## config.mk

```make
export PLATFORM = sky130hd
export DESIGN_NAME = dsk_sector_io
export DESIGN_NICKNAME = d
export VERILOG_FILES = /design/src/rtl/dsk_pkg.sv /design/src/rtl/dsk_ser_tx.sv /design/src/rtl/dsk_sync_rx.sv /design/src/rtl/dsk_sector_io.sv
export SDC_FILE = /design/constraint.sdc
export NUM_CORES = 1
export LEC_CHECK = 0
export BUFFER_PORTS_ARGS = -buffer_cell sky130_fd_sc_hd__buf_2
export CORE_MARGIN = 2
export CORE_UTILIZATION = 50
export CTS_CLUSTER_SIZE = 28
export DETAILED_ROUTE_END_ITERATION = 16
export GPL_TIMING_DRIVEN = 0
export PLACE_DENSITY = 0.81
export SLEW_MARGIN = 15
export SYNTH_ARGS = -nofsm -noshare
export SYNTH_HDL_FRONTEND = slang
export SYNTH_SLANG_ARGS = --single-unit
```

## constraint.sdc

```tcl
create_clock -name clk -period 2.4 [get_ports clk]
set_clock_uncertainty 0.2 [all_clocks]
set_input_delay 0.24 -clock clk [delete_from_list [all_inputs] [get_ports clk]]
set_output_delay 0.24 -clock clk [all_outputs]
set_load 0.01 [all_outputs]
```

## src/rtl/dsk_pkg.sv

```systemverilog
package dsk_pkg;
  typedef enum logic [1:0] {RX_IDLE, RX_HUNT, RX_DATA} rx_state_t;

  function automatic logic odd_fill(input logic [7:0] b);
    return ~(^b);
  endfunction
endpackage

```

## src/rtl/dsk_ser_tx.sv

```systemverilog
module dsk_ser_tx #(
  parameter int SYNC_BYTES = 16,
  parameter int DATA_BYTES = 232,
  parameter int TAIL_BYTES = 8,
  parameter logic [7:0] MARK = 8'hA1
) (
  input  logic       clk,
  input  logic       rst,
  input  logic       start,
  input  logic       bit_tick,
  input  logic       ack,
  input  logic [7:0] wdata,
  output logic       busy,
  output logic       req,
  output logic       ser_bit,
  output logic       gate,
  output logic       done_p,
  output logic       underrun_p
);
  import dsk_pkg::*;

  localparam int TOTAL = SYNC_BYTES + DATA_BYTES + TAIL_BYTES;
  localparam int IW = $clog2(TOTAL + 1);
  localparam int FW = $clog2(DATA_BYTES + 1);
  localparam logic [IW-1:0] MARK_IDX = IW'(SYNC_BYTES - 1);
  localparam logic [IW-1:0] DATA_LO  = IW'(SYNC_BYTES);
  localparam logic [IW-1:0] DATA_HI  = IW'(SYNC_BYTES + DATA_BYTES);
  localparam logic [IW-1:0] END_IDX  = IW'(TOTAL);
  localparam logic [FW-1:0] FETCH_MAX = FW'(DATA_BYTES);

  logic [IW-1:0] idx_q;
  logic [3:0]    rem_q;
  logic [8:0]    sr_q;
  logic [FW-1:0] fetched_q;
  logic [7:0]    hold_q;
  logic          hold_full_q;

  logic          at_load, finish, in_data, need, take, starve, hold_full_n;
  logic [7:0]    pick;
  logic [8:0]    word;
  logic [FW-1:0] fetched_n;

  always_comb begin
    at_load     = busy && bit_tick && (rem_q == 4'd0);
    finish      = at_load && (idx_q == END_IDX);
    in_data     = (idx_q >= DATA_LO) && (idx_q < DATA_HI);
    need        = at_load && in_data;
    take        = req && ack;
    pick        = hold_full_q ? hold_q : (take ? wdata : 8'h00);
    starve      = need && !hold_full_q && !take;
    if (in_data)                word = {pick, odd_fill(pick)};
    else if (idx_q == MARK_IDX) word = {MARK, 1'b0};
    else                        word = 9'd0;
    hold_full_n = need ? 1'b0 : (take ? 1'b1 : hold_full_q);
    fetched_n   = fetched_q + FW'(take);
  end

  always_ff @(posedge clk) begin
    if (rst) begin
      busy        <= 1'b0;
      req         <= 1'b0;
      ser_bit     <= 1'b0;
      gate        <= 1'b0;
      done_p      <= 1'b0;
      underrun_p  <= 1'b0;
      idx_q       <= '0;
      rem_q       <= '0;
      sr_q        <= '0;
      fetched_q   <= '0;
      hold_q      <= '0;
      hold_full_q <= 1'b0;
    end else begin
      done_p     <= 1'b0;
      underrun_p <= 1'b0;
      if (start && !busy) begin
        busy        <= 1'b1;
        idx_q       <= '0;
        rem_q       <= '0;
        gate        <= 1'b0;
        ser_bit     <= 1'b0;
        fetched_q   <= '0;
        hold_full_q <= 1'b0;
        req         <= (FETCH_MAX != '0);
      end else if (busy) begin
        if (take && !need) hold_q <= wdata;
        hold_full_q <= hold_full_n;
        fetched_q   <= fetched_n;
        req         <= !finish && !hold_full_n && (fetched_n < FETCH_MAX);
        if (starve) underrun_p <= 1'b1;
        if (finish) begin
          busy    <= 1'b0;
          gate    <= 1'b0;
          ser_bit <= 1'b0;
          done_p  <= 1'b1;
        end else if (at_load) begin
          gate    <= 1'b1;
          ser_bit <= word[8];
          sr_q    <= {word[7:0], 1'b0};
          rem_q   <= in_data ? 4'd8 : 4'd7;
          idx_q   <= idx_q + 1'b1;
        end else if (bit_tick) begin
          ser_bit <= sr_q[8];
          sr_q    <= {sr_q[7:0], 1'b0};
          rem_q   <= rem_q - 1'b1;
        end
      end
    end
  end
endmodule

```

## src/rtl/dsk_sync_rx.sv

```systemverilog
module dsk_sync_rx #(
  parameter int DATA_BYTES    = 232,
  parameter int MIN_ZEROS     = 8,
  parameter int TIMEOUT_BYTES = 24,
  parameter logic [7:0] MARK  = 8'hA1
) (
  input  logic       clk,
  input  logic       rst,
  input  logic       start,
  input  logic       bit_tick,
  input  logic       ser_in,
  input  logic       ack,
  output logic       busy,
  output logic       req,
  output logic [7:0] rdata,
  output logic       done_p,
  output logic       perr_p,
  output logic       tmo_p
);
  import dsk_pkg::*;

  localparam int HW = MIN_ZEROS + 8;
  localparam int TW = $clog2(TIMEOUT_BYTES * 8 + 1);
  localparam int BW = $clog2(DATA_BYTES + 1);
  localparam logic [TW-1:0] T_LAST  = TW'(TIMEOUT_BYTES * 8 - 1);
  localparam logic [BW-1:0] B_LAST  = BW'(DATA_BYTES - 1);
  localparam logic [HW-1:0] PATTERN = {{MIN_ZEROS{1'b0}}, MARK};

  rx_state_t     state_q;
  logic [HW-2:0] hist_q;
  logic [HW-1:0] nxt_hist;
  logic [TW-1:0] hunt_q;
  logic [3:0]    bitcnt_q;
  logic [7:0]    sr_q;
  logic [BW-1:0] bytes_q;

  assign nxt_hist = {hist_q, ser_in};
  assign busy     = (state_q != RX_IDLE) || req;

  always_ff @(posedge clk) begin
    if (rst) begin
      state_q  <= RX_IDLE;
      hist_q   <= '1;
      hunt_q   <= '0;
      bitcnt_q <= '0;
      sr_q     <= '0;
      bytes_q  <= '0;
      req      <= 1'b0;
      rdata    <= '0;
      done_p   <= 1'b0;
      perr_p   <= 1'b0;
      tmo_p    <= 1'b0;
    end else begin
      done_p <= 1'b0;
      perr_p <= 1'b0;
      tmo_p  <= 1'b0;
      if (req && ack) req <= 1'b0;
      if (start && !busy) begin
        state_q  <= RX_HUNT;
        hist_q   <= '1;
        hunt_q   <= '0;
        bitcnt_q <= '0;
        bytes_q  <= '0;
      end else begin
        case (state_q)
          RX_HUNT: if (bit_tick) begin
            hist_q <= nxt_hist[HW-2:0];
            if (nxt_hist == PATTERN) begin
              state_q  <= RX_DATA;
              bitcnt_q <= '0;
            end else if (hunt_q == T_LAST) begin
              tmo_p   <= 1'b1;
              state_q <= RX_IDLE;
            end else begin
              hunt_q <= hunt_q + 1'b1;
            end
          end
          RX_DATA: if (bit_tick) begin
            if (bitcnt_q == 4'd8) begin
              rdata    <= sr_q;
              req      <= 1'b1;
              if (!(^{sr_q, ser_in})) perr_p <= 1'b1;
              bitcnt_q <= '0;
              bytes_q  <= bytes_q + 1'b1;
              if (bytes_q == B_LAST) begin
                state_q <= RX_IDLE;
                done_p  <= 1'b1;
              end
            end else begin
              sr_q     <= {sr_q[6:0], ser_in};
              bitcnt_q <= bitcnt_q + 1'b1;
            end
          end
          default: ;
        endcase
      end
    end
  end
endmodule

```

## src/rtl/dsk_sector_io.sv

```systemverilog
module dsk_sector_io #(
  parameter int SYNC_BYTES    = 16,
  parameter int DATA_BYTES    = 232,
  parameter int TAIL_BYTES    = 8,
  parameter int MIN_ZEROS     = 8,
  parameter int TIMEOUT_BYTES = 24,
  parameter logic [7:0] MARK  = 8'hA1
) (
  input  logic       clk,
  input  logic       rst,
  input  logic       start_wr,
  input  logic       start_rd,
  input  logic       bit_tick,
  input  logic       rd_bit,
  output logic       wr_bit,
  output logic       wr_gate,
  output logic       dma_req,
  input  logic       dma_ack,
  input  logic [7:0] dma_wdata,
  output logic [7:0] dma_rdata,
  output logic       busy,
  output logic       blk_done,
  output logic       parity_err,
  output logic       sync_timeout,
  output logic       underrun
);
  logic tx_busy, tx_req, tx_done, tx_un;
  logic rx_busy, rx_req, rx_done, rx_perr, rx_tmo;
  logic acc_wr, acc_rd;

  assign busy    = tx_busy || rx_busy;
  assign acc_wr  = start_wr && !busy;
  assign acc_rd  = start_rd && !start_wr && !busy;
  assign dma_req = tx_req || rx_req;

  dsk_ser_tx #(
    .SYNC_BYTES(SYNC_BYTES), .DATA_BYTES(DATA_BYTES),
    .TAIL_BYTES(TAIL_BYTES), .MARK(MARK)
  ) u_tx (
    .clk(clk), .rst(rst), .start(acc_wr), .bit_tick(bit_tick),
    .ack(dma_ack && tx_req), .wdata(dma_wdata), .busy(tx_busy),
    .req(tx_req), .ser_bit(wr_bit), .gate(wr_gate),
    .done_p(tx_done), .underrun_p(tx_un)
  );

  dsk_sync_rx #(
    .DATA_BYTES(DATA_BYTES), .MIN_ZEROS(MIN_ZEROS),
    .TIMEOUT_BYTES(TIMEOUT_BYTES), .MARK(MARK)
  ) u_rx (
    .clk(clk), .rst(rst), .start(acc_rd), .bit_tick(bit_tick),
    .ser_in(rd_bit), .ack(dma_ack && rx_req), .busy(rx_busy),
    .req(rx_req), .rdata(dma_rdata), .done_p(rx_done),
    .perr_p(rx_perr), .tmo_p(rx_tmo)
  );

  always_ff @(posedge clk) begin
    if (rst) begin
      blk_done     <= 1'b0;
      parity_err   <= 1'b0;
      sync_timeout <= 1'b0;
      underrun     <= 1'b0;
    end else if (acc_wr || acc_rd) begin
      blk_done     <= 1'b0;
      parity_err   <= 1'b0;
      sync_timeout <= 1'b0;
      underrun     <= 1'b0;
    end else begin
      if (tx_done || rx_done) blk_done     <= 1'b1;
      if (rx_perr)            parity_err   <= 1'b1;
      if (rx_tmo)             sync_timeout <= 1'b1;
      if (tx_un)              underrun     <= 1'b1;
    end
  end
endmodule

```

==> results of run 1 <==
-- routing by layer --
layer / vias up / track usage, %
met4: 0 / 9.11
met1: 1997 / 28.9
met3: 26 / 4.07
met5: - / 0
met2: 140 / 32.3
li1: 2105 / -
-- report_power, final --
group	internal (uW)	total, uW	switching [uW]
logic	117	305	188
clock network	480	1100	616
registers	1770	1800	29.7
total	2370	3200	834
-- final timing paths --
check | start | end | slack, ns | cells past startpoint
worst min register to register | u_rx.perr_p$_SDFF_PP0_ | parity_err$_SDFFE_PP0P_ | 0.24 | 1
worst min-delay path | start_wr | u_tx.busy$_SDFF_PP0_ | 0.12 | 4
worst max register to register | u_tx.req$_SDFFE_PP0P_ | u_tx.req$_SDFFE_PP0P_ | 0.04 | 7
worst max-delay path | u_tx.req$_SDFFE_PP0P_ | u_tx.req$_SDFFE_PP0P_ | 0.04 | 7
-- critical path: cells and delay by family, from the launching register on --
family                   cells  cell delay, ns
AO/OA/AOI/OAI                3            0.49
adder cells (fa/ha/maj)      2            0.36
flip-flops                   1            0.38
AND/OR/NAND/NOR              2            0.83
-- area by class of cell --
type | count | area (um2) | share of cell area, %
clock inverter | 6 | 67.6 | 1.20
multi-input combinational | 432 | 2750 | 48.6
inverter | 17 | 63.8 | 1.13
sequential | 105 | 2110 | 37.3
tap | 133 | 166 | 2.95
timing repair buffer | 42 | 280 | 4.96
clock buffer | 9 | 124 | 2.19
buffer | 22 | 96.3 | 1.71
-- logic make-up after synthesis --
| family | count (synthesis) | share of synthesized area (%) |
|---|---|---|
| flops | 105 | 42.8 |
| mux | 29 | 5.94 |
| simple gates | 273 | 26.9 |
| compound gates | 77 | 10.3 |
| buf+inv | 41 | 3.26 |
| xor+xnor | 40 | 7.42 |
| fa+ha+maj | 13 | 3.32 |
-- state kept, by name (all words and copies together) (netlist names), 2 cells and up --
signal          flops
u_rx.hist_q        15
u_rx.bytes_q        8
u_tx.sr_q           8
u_tx.idx_q          9
u_rx.sr_q           8
u_tx.rem_q          4
u_tx.hold_q         8
u_tx.fetched_q      8
u_rx.rdata          8
u_rx.bitcnt_q       4
u_rx.hunt_q         8
u_rx.state_q        2
-- cell usage after synthesis (2+ instances only) --
cell type	count	area share [%]
sky130_fd_sc_hd__clkbuf_1	21	1.6
sky130_fd_sc_hd__a211oi_1	2	0.31
sky130_fd_sc_hd__nor3_1	9	0.92
sky130_fd_sc_hd__xor2_1	24	4.3
sky130_fd_sc_hd__dfxtp_1	105	43
sky130_fd_sc_hd__nor3b_1	2	0.31
sky130_fd_sc_hd__and2_1	4	0.51
sky130_fd_sc_hd__or4_1	3	0.46
sky130_fd_sc_hd__nand3_1	36	3.7
sky130_fd_sc_hd__nand4_1	14	1.8
sky130_fd_sc_hd__xnor2_1	15	2.7
sky130_fd_sc_hd__and4_1	2	0.36
sky130_fd_sc_hd__or2_2	2	0.25
sky130_fd_sc_hd__nor2b_1	2	0.25
sky130_fd_sc_hd__and3b_1	3	0.54
sky130_fd_sc_hd__nand2_1	82	6.3
sky130_fd_sc_hd__o211ai_1	2	0.31
sky130_fd_sc_hd__or3_1	3	0.38
sky130_fd_sc_hd__o21a_1	4	0.61
sky130_fd_sc_hd__nor2_1	83	6.4
sky130_fd_sc_hd__ha_1	13	3.3
sky130_fd_sc_hd__a21oi_1	22	2.2
sky130_fd_sc_hd__inv_1	17	1.3
sky130_fd_sc_hd__and3_1	8	1.0
sky130_fd_sc_hd__nor4_2	2	0.51
sky130_fd_sc_hd__buf_2	2	0.20
sky130_fd_sc_hd__nor2_2	2	0.25
sky130_fd_sc_hd__a31oi_1	2	0.25
sky130_fd_sc_hd__o21ai_0	19	1.9
sky130_fd_sc_hd__nor4_1	5	0.64
sky130_fd_sc_hd__mux2i_1	28	5.7
sky130_fd_sc_hd__a22oi_1	7	1.1
-- repair_timing --
item	4_1_cts	5_1_grt
setup endpoints to repair	17	65
hold buffers	10	1
hold endpoints to repair	11	2
gates resized for setup	8	20
setup buffers	0	1
pin swaps	0	1
-- metrics by stage --
step,setup TNS [ns],worst slack [ns],std cells
finish,0,0.0406,766
global route,-0.0412,-0.0227,766
CTS,0,0.00199,765
detailed placement,-1.02,-0.227,741
global placement,-0.190,-0.185,741
floorplan,0,0.0267,578
==> results.cfg, run 1 <==
[clock_tree]
clk_latency_ns = 0.38
numCtsBuffers = 9
tritoncts = done
cts-root-to-sink-buffers = 2
ctsRootBufferMaster = sky130_fd_sc_hd__clkbuf_8
cts-htree-levels = 3
cts.sinks = 105
cts.clk_slew.worst_paths_ns = 0.10

[logic_synthesis]
ys_dominant_reg_cell = sky130_fd_sc_hd__dfxtp_1
yosysWarnings = 0
synthCells = 578
count_of_flip_flops_with_a_built_in_enable_after_synthesis = 0
netlist-cell-type-count = 65
synthesis.area_per_instance_um2 = 8.49
synth_area_um2 = 4910
syn_nets = 606
ys_seq_area_share_pct = 42.8
ys_async_sr_fraction_pct = 0
ys_ff_latch = 105

[finish]
final_layout_size_suffix_gt1_share_pct = 13.0
finish.instance_area_um2 = 5650
final_core_util_pct = 58.6
syn_to_final_growth_pct = 15.2
nNetsFinal = 657
final.fill_count = 854
final_common_cell = sky130_fd_sc_hd__dfxtp_1
antenna_cells_inserted = 0
layout_common_cells = sky130_fd_sc_hd__dfxtp_1, sky130_fd_sc_hd__nand2_1, sky130_fd_sc_hd__nor2_1

[floorplanning]
design.core.area_um2 = 9640
io-pin-count = 31
chipHeight_um = 103
die_area_um2 = 10600
start_util_pct = 50.9
die_width_um = 103
num_rows = 36

[status]
outcome = completed

[drt]
wl_met3_um = 547
route.antenna.remaining_nets = 0
route.detailed.drc = 0
wl_per_cell_um = 14.4
via_per_inst = 5.57
dr_vias = 4268
detail_route.iter0.violations = 281
met2RoutedLength_um = 5020
drt_pre_antenna_iters = 6
highest-signal-layer = met4
detail_route.wirelength.met1_um = 5190
route.final.wire_length_um = 11100

[critical_path]
timing.critical_path.cells = and2_4 > ha_4 > ha_4 > or4b_2 > a21oi_2 > o22ai_1 > a31o_2
cp_class = register to register
worst_setup_path_start_kind = register
cp_common_cell = sky130_fd_sc_hd__ha_4
worst_path_max_delay_cell = sky130_fd_sc_hd__or4b_2
timing.critical_path.slowest_cell_delay_ns = 0.64
cp.required_ns = 2.48
crit_arrival_ns = 2.44
critical_path.max_fanout = 10
critPathCaptureType = register

[sta]
holdWs_ns = 0.120
period_share_pct = 98.3
fmaxAchievable_mhz = 424
worst_pin_slew_ns = 0.644
final_hold_viol_count = 0
post-route-min-period_ns = 2.36
unrepaired_setup_endpoints_after_global_routing = yes
max-slew-margin-rel_pct = 57.0
final-max-slew-violation-count = 0
setup-violations-final = 0

[grt]
track_usage_pct = 21.0
first_global_vias = 3791
grt_first_pass_wirelength_um = 17700
globalRouteOverflowTotal = 0
antenna_found_initial = 0
pin_count_of_the_biggest_net_entering_global_routing = 18

[pwr]
post-layout-total-power_uw = 3200
leakage_uw = 0.00215
irDropWorstVdd_v = 0.000555
power-per-cell-area_nw_per_um2 = 567

[placed_design]
gpl.final_weighted_congestion = 0.871
dp_hpwl_um = 7760
port-buffer-count = 30
postPlaceCellArea_um2 = 5230

[run]
max_cap_viol_count = 0

[worst_hold_path]
worstHoldPathType = primary input to register
Note: power is estimated with default switching activity, not from simulation.
==> run 2, diff against run 1 <==
--- a/config.mk
+++ b/config.mk
@@ -7,11 +7,11 @@
 export LEC_CHECK = 0
 export BUFFER_PORTS_ARGS = -buffer_cell sky130_fd_sc_hd__buf_2
 export CORE_MARGIN = 2
-export CORE_UTILIZATION = 50
+export CORE_UTILIZATION = 35
 export CTS_CLUSTER_SIZE = 28
 export DETAILED_ROUTE_END_ITERATION = 16
 export GPL_TIMING_DRIVEN = 0
-export PLACE_DENSITY = 0.81
+export PLACE_DENSITY = 0.64
 export SLEW_MARGIN = 15
 export SYNTH_ARGS = -nofsm -noshare
 export SYNTH_HDL_FRONTEND = slang
==> run 2 against run 1 <==
Sequential power about the same. Final cell count increased by 6.1%. Worst hold slack got worse by 0.087 ns. First-iteration DRC count is 8.5% higher. Setup slack lost 0.030 ns. Sequential share of layout area is 0.90 points lower. Fmax shrank 1.2%. Combinational power about the same. Global-route usage fell by 5.9 points. Via count fell by 2.2%. Critical path depth did not move. Critical endpoint unchanged. Largest cell class unchanged.
==> results.cfg, run 2 (same netlist as run 1, synthesis figures left out) <==
[sta]
period_share_pct = 99.5
holdWs_ns = 0.0322
final_hold_viol_count = 0
final-max-slew-violation-count = 0
max-slew-margin-rel_pct = 57.9
setup-violations-final = 0
post-route-min-period_ns = 2.39
unrepaired_setup_endpoints_after_global_routing = yes
fmaxAchievable_mhz = 419
worst_pin_slew_ns = 0.631

[finish]
reg.largest.list = u_rx.hist_q (15), u_tx.idx_q (9)
syn_to_final_growth_pct = 17.9
layout_common_cells = sky130_fd_sc_hd__dfxtp_1, sky130_fd_sc_hd__nand2_1, sky130_fd_sc_hd__nor2_1
largest_register = u_rx.hist_q
final_common_cell = sky130_fd_sc_hd__dfxtp_1
antenna_cells_inserted = 0
nNetsFinal = 656
final_core_util_pct = 42.0
final_layout_size_suffix_gt1_share_pct = 13.4
max_ffs_per_register = 15

[floorplanning]
chipHeight_um = 122
design.core.area_um2 = 13800
io-pin-count = 31
start_util_pct = 35.6
num_rows = 43
die_width_um = 122
die_area_um2 = 15000

[critical_path]
cp_class = register to register
cp.required_ns = 2.45
worst_setup_path_start_kind = register
crit_arrival_ns = 2.44
critPathCaptureType = register
critical_path.max_fanout = 6

[clock_tree]
ctsRootBufferMaster = sky130_fd_sc_hd__clkbuf_16
tritoncts = done
cts.clk_slew.worst_paths_ns = 0.08
clk_latency_ns = 0.35
cts-root-to-sink-buffers = 2
cts.sinks = 105
cts-htree-levels = 3
numCtsBuffers = 9

[pwr]
sequential_cell_fraction_of_total_power_pct = 51.0
sw_frac_of_total_pct = 25.9
pwr-share-clk_pct = 40.4
leakage_uw = 0.00219
irDropWorstVdd_v = 0.000414
power_switching_uw = 915
cell_internal_pwr_uw = 2610
power_frac_comb_pct = 8.6
power-per-cell-area_nw_per_um2 = 610

[run]
max_cap_viol_count = 0

[drt]
detail_route.iter0.violations = 305
dr_vias = 4172
wl_per_cell_um = 13.4
route.antenna.remaining_nets = 0
route.detailed.drc = 0
route.final.wire_length_um = 10900
via_per_inst = 5.13
drt_pre_antenna_iters = 5

[worst_hold_path]
worstHoldPathType = primary input to register

[grt]
track_usage_pct = 15.2
globalRouteOverflowTotal = 0
pin_count_of_the_biggest_net_entering_global_routing = 20
first_global_vias = 3991
antenna_found_initial = 0
grt_first_pass_wirelength_um = 18300

[status]
outcome = completed

[placed_design]
port-buffer-count = 30
gpl.final_weighted_congestion = 0.845
dp_hpwl_um = 7840
run 2: metrics by stage:
stage	setup slack, ns	cells	power [uW]	cell area (um2)	setup TNS, ns
after floorplan	0.0267	578	2020	4910	0
after global placement	-0.192	788	2110	5290	-0.582
after detailed placement	-0.257	788	2110	5290	-2.95
after CTS	-0.0502	811	3550	5680	-0.0502
after global routing	-0.0916	813	3680	5780	-0.765
final	0.0110	813	3530	5780	0
run 2: critical path, cell delays in order, from the launching register on:
cell and delay (ns):
sky130_fd_sc_hd__dfxtp_2 0.35, sky130_fd_sc_hd__and2_4 0.19, sky130_fd_sc_hd__ha_4 0.18, sky130_fd_sc_hd__ha_4 0.18, sky130_fd_sc_hd__or4b_2 0.64, sky130_fd_sc_hd__a21oi_2 0.17, sky130_fd_sc_hd__o22ai_1 0.11, sky130_fd_sc_hd__a31o_2 0.26
run 2: final timing paths:
check | from | endpoint | slack, ns | cells after the start
max | u_tx.req$_SDFFE_PP0P_ | u_tx.req$_SDFFE_PP0P_ | 0.01 | 7
min | rst | u_rx.hist_q[2]$_SDFFE_PP1P_ | 0.03 | 3
min reg2reg | u_rx.perr_p$_SDFF_PP0_ | parity_err$_SDFFE_PP0P_ | 0.23 | 1
max reg2reg | u_tx.req$_SDFFE_PP0P_ | u_tx.req$_SDFFE_PP0P_ | 0.01 | 7
run 2: power groups by stage:
stage	registers (uW)	logic, uW	clock network (uW)
after floorplan	1830	194	0
after global placement	1840	271	0
after detailed placement	1840	277	0
after CTS	1800	293	1460
after global routing	1800	341	1530
final	1800	304	1420
run 2: repair_timing:
item                                    CTS  global route
endpoints found under the hold margin     9             0
endpoints found under the setup margin   65            67
resized for setup                         9            16
hold buffers                              9             0
setup buffers                             0             3
pin swaps                                 0             2
run 2: area by class of cell:
| cell class | count | area, um2 |
|---|---|---|
| Clock buffer | 9 | 225 |
| Buffer | 21 | 87.6 |
| Sequential cell | 105 | 2100 |
| Inverter | 17 | 63.8 |
| Timing Repair Buffer | 42 | 275 |
| Multi-Input combinational cell | 432 | 2740 |
| Tap cell | 180 | 225 |
| Clock inverter | 7 | 60.1 |
| Fill cell | 1411 | 7990 |
run 2: layer usage:
metal,up-vias,part of all wire [%],GRT usage [%]
met5,-,0,0
met4,0,2.3,5.75
met3,20,4.3,3.62
met2,102,44,23.3
met1,1947,49,20.6
li1,2103,-,-
==> run 3, diff against run 2 <==
--- a/config.mk
+++ b/config.mk
@@ -6,6 +6,7 @@
 export NUM_CORES = 1
 export LEC_CHECK = 0
 export BUFFER_PORTS_ARGS = -buffer_cell sky130_fd_sc_hd__buf_2
+export CORE_ASPECT_RATIO = 1.75
 export CORE_MARGIN = 2
 export CORE_UTILIZATION = 35
 export CTS_CLUSTER_SIZE = 28
==> constraint.sdc (replaced) <==
create_clock -name clk -period 2.4 [get_ports clk]
set_clock_uncertainty 0.2 [all_clocks]
set_input_delay 0.48 -clock clk [delete_from_list [all_inputs] [get_ports clk]]
set_output_delay 0.48 -clock clk [all_outputs]
set_load 0.01 [all_outputs]
==> run 3 against run 2 <==
Count of clock-buffer cells in the layout increased by 4. First-iteration DRC count down 50%. Worst hold slack gained 0.18 ns.
==> results.cfg, run 3 (same netlist as run 1, synthesis figures left out) <==
[finish]
final_common_cell = sky130_fd_sc_hd__dfxtp_1
final_layout_size_suffix_gt1_share_pct = 12.8
layout.cells.non_filler = 800
largest_register = u_rx.hist_q
reg.largest.list = u_rx.hist_q (15), u_tx.idx_q (9)
nNetsFinal = 646
layout_common_cells = sky130_fd_sc_hd__dfxtp_1, sky130_fd_sc_hd__nand2_1, sky130_fd_sc_hd__nor2_1
syn_to_final_growth_pct = 15.7
final.fill_count = 1340
antenna_cells_inserted = 0
max_ffs_per_register = 15

[sta]
fmaxAchievable_mhz = 423
final-max-slew-violation-count = 0
max-slew-margin-rel_pct = 56.3
final_hold_viol_count = 0
period_share_pct = 98.4
post-route-min-period_ns = 2.36
setup-violations-final = 0
worst_pin_slew_ns = 0.655
unrepaired_setup_endpoints_after_global_routing = yes

[clock_tree]
ctsRootBufferMaster = sky130_fd_sc_hd__clkbuf_16
numCtsBuffers = 9
cts-htree-levels = 3
tritoncts = done
clk_latency_ns = 0.34
cts-root-to-sink-buffers = 2
cts.clk_slew.worst_paths_ns = 0.07
cts.sinks = 105
hold_buffers = 0

[pwr]
power-per-cell-area_nw_per_um2 = 602
irDropWorstVdd_v = 0.000299
post-layout-total-power_uw = 3420
leakage_uw = 0.00216

[drt]
drt_pre_antenna_iters = 4
detail_route.iter0.violations = 151
route.final.wire_length_um = 11800
route.antenna.remaining_nets = 0
via_per_inst = 5.32
wl_per_cell_um = 14.8
dr_vias = 4259
route.detailed.drc = 0

[critical_path]
worst_setup_path_start_kind = register
cp.required_ns = 2.43
critPathCaptureType = register
crit_family = simple AND/OR/NAND/NOR gates
setup.reg_to_reg.worst_slack_ns = 0.04
cp_common_cell = sky130_fd_sc_hd__ha_4
crit_arrival_ns = 2.39
cp_class = register to register
critical_path.max_fanout = 10
timing.critical_path.cells = and2_1 > clkbuf_8 > ha_4 > ha_4 > or4b_4 > a21oi_4 > o22ai_2 > a31o_2
r2r.worst_path.cells = 8
timing.critical_path.buf_inv = 1
regToRegEndpoint = u_tx.req$_SDFFE_PP0P_
timing.critical_path.slowest_cell_delay_ns = 0.53
critical_path.reg2reg.startpoint = u_tx.req$_SDFFE_PP0P_
critical_path_cell_count = 8
worst_path_max_delay_cell = sky130_fd_sc_hd__or4b_4

[grt]
globalRouteOverflowTotal = 0
grt_first_pass_wirelength_um = 19500
antenna_found_initial = 0
first_global_vias = 4238
track_usage_pct = 16.1
pin_count_of_the_biggest_net_entering_global_routing = 16

[placed_design]
dp.cells = 785
dp_hpwl_um = 8900
port-buffer-count = 30
gpl.final_weighted_congestion = 0.881

[worst_hold_path]
holdPathEnd = u_tx.hold_q[7]$_SDFFE_PP0P_
worst_hold_path_cell_count = 3
hold_path_startpoint = dma_wdata[7]
worstHoldPathType = primary input to register

[floorplanning]
die_area_um2 = 15000
num_rows = 57
io-pin-count = 31
die_width_um = 93.5
design.core.area_um2 = 13800
chipHeight_um = 161
start_util_pct = 35.6

[status]
outcome = completed

[run]
max_cap_viol_count = 0
## run 3: worst register-to-register path: cells and delay by family (launching register included)
| family | cells | cell delay (ns) |
|---|---|---|
| and+or+nand+nor | 2 | 0.68 |
| DFF | 1 | 0.36 |
| AOI/OAI and AO/OA | 3 | 0.49 |
| adders and majority gates | 2 | 0.36 |
| buffers and inverters | 1 | 0.17 |
## run 3: area by class of cell
cell class	instances	area (um2)	area share [%]
clock buffer	13	240	4.23
multi-input combinational	432	2760	48.6
timing repair buffer	31	170	3.00
clock inverter	3	17.5	0.309
sequential	105	2100	37.1
buffer	22	103	1.81
tap	177	221	3.90
inverter	17	63.8	1.12
## run 3: worst max path at each step
stage | start | to
finish | u_tx.req$_SDFFE_PP0P_ | u_tx.req$_SDFFE_PP0P_
detailed placement | dma_ack | u_tx.req$_SDFFE_PP0P_
floorplan | dma_ack | u_tx.req$_SDFFE_PP0P_
CTS | u_tx.req$_SDFFE_PP0P_ | u_tx.req$_SDFFE_PP0P_
global placement | dma_ack | u_tx.req$_SDFFE_PP0P_
global route | u_tx.rem_q[1]$_SDFFE_PP0P_ | u_tx.idx_q[5]$_SDFFE_PP0P_
## run 3: what timing repair did
action,4_1_cts,5_1_grt
pin swaps,0,2
setup buffers,0,1
hold endpoints to repair,0,0
resized for setup,10,14
setup endpoints to repair,69,59
## run 3: routing by layer
layer | up-vias | part of all wire, % | track usage (%)
li1 | 2077 | - | -
met1 | 2059 | 39 | 16.5
met5 | - | 0 | 0
met2 | 98 | 54 | 29.8
met4 | 0 | 3.0 | 8.82
met3 | 25 | 3.4 | 2.95
## run 3: power by group
part           switching (uW)  internal (uW)
Combinational             189            107
Sequential               30.9           1770
Clock                     618            702
Total                     839           2580
## run 3: metrics by stage
| stage | setup TNS [ns] | utilization (%) | instance area [um2] | hold WS, ns | worst slack [ns] |
|---|---|---|---|---|---|
| after floorplan | 0 | - | 4940 | 0.205 | 0.0235 |
| after global placement | -0.712 | 38.6 | 5320 | 0.213 | -0.231 |
| after detailed placement | -5.04 | 38.6 | 5320 | 0.216 | -0.248 |
| after CTS | 0 | 40.7 | 5610 | 0.203 | 0.0283 |
| after global routing | -0.163 | 41.3 | 5680 | 0.228 | -0.0919 |
| final | 0 | 41.3 | 5680 | 0.211 | 0.0387 |
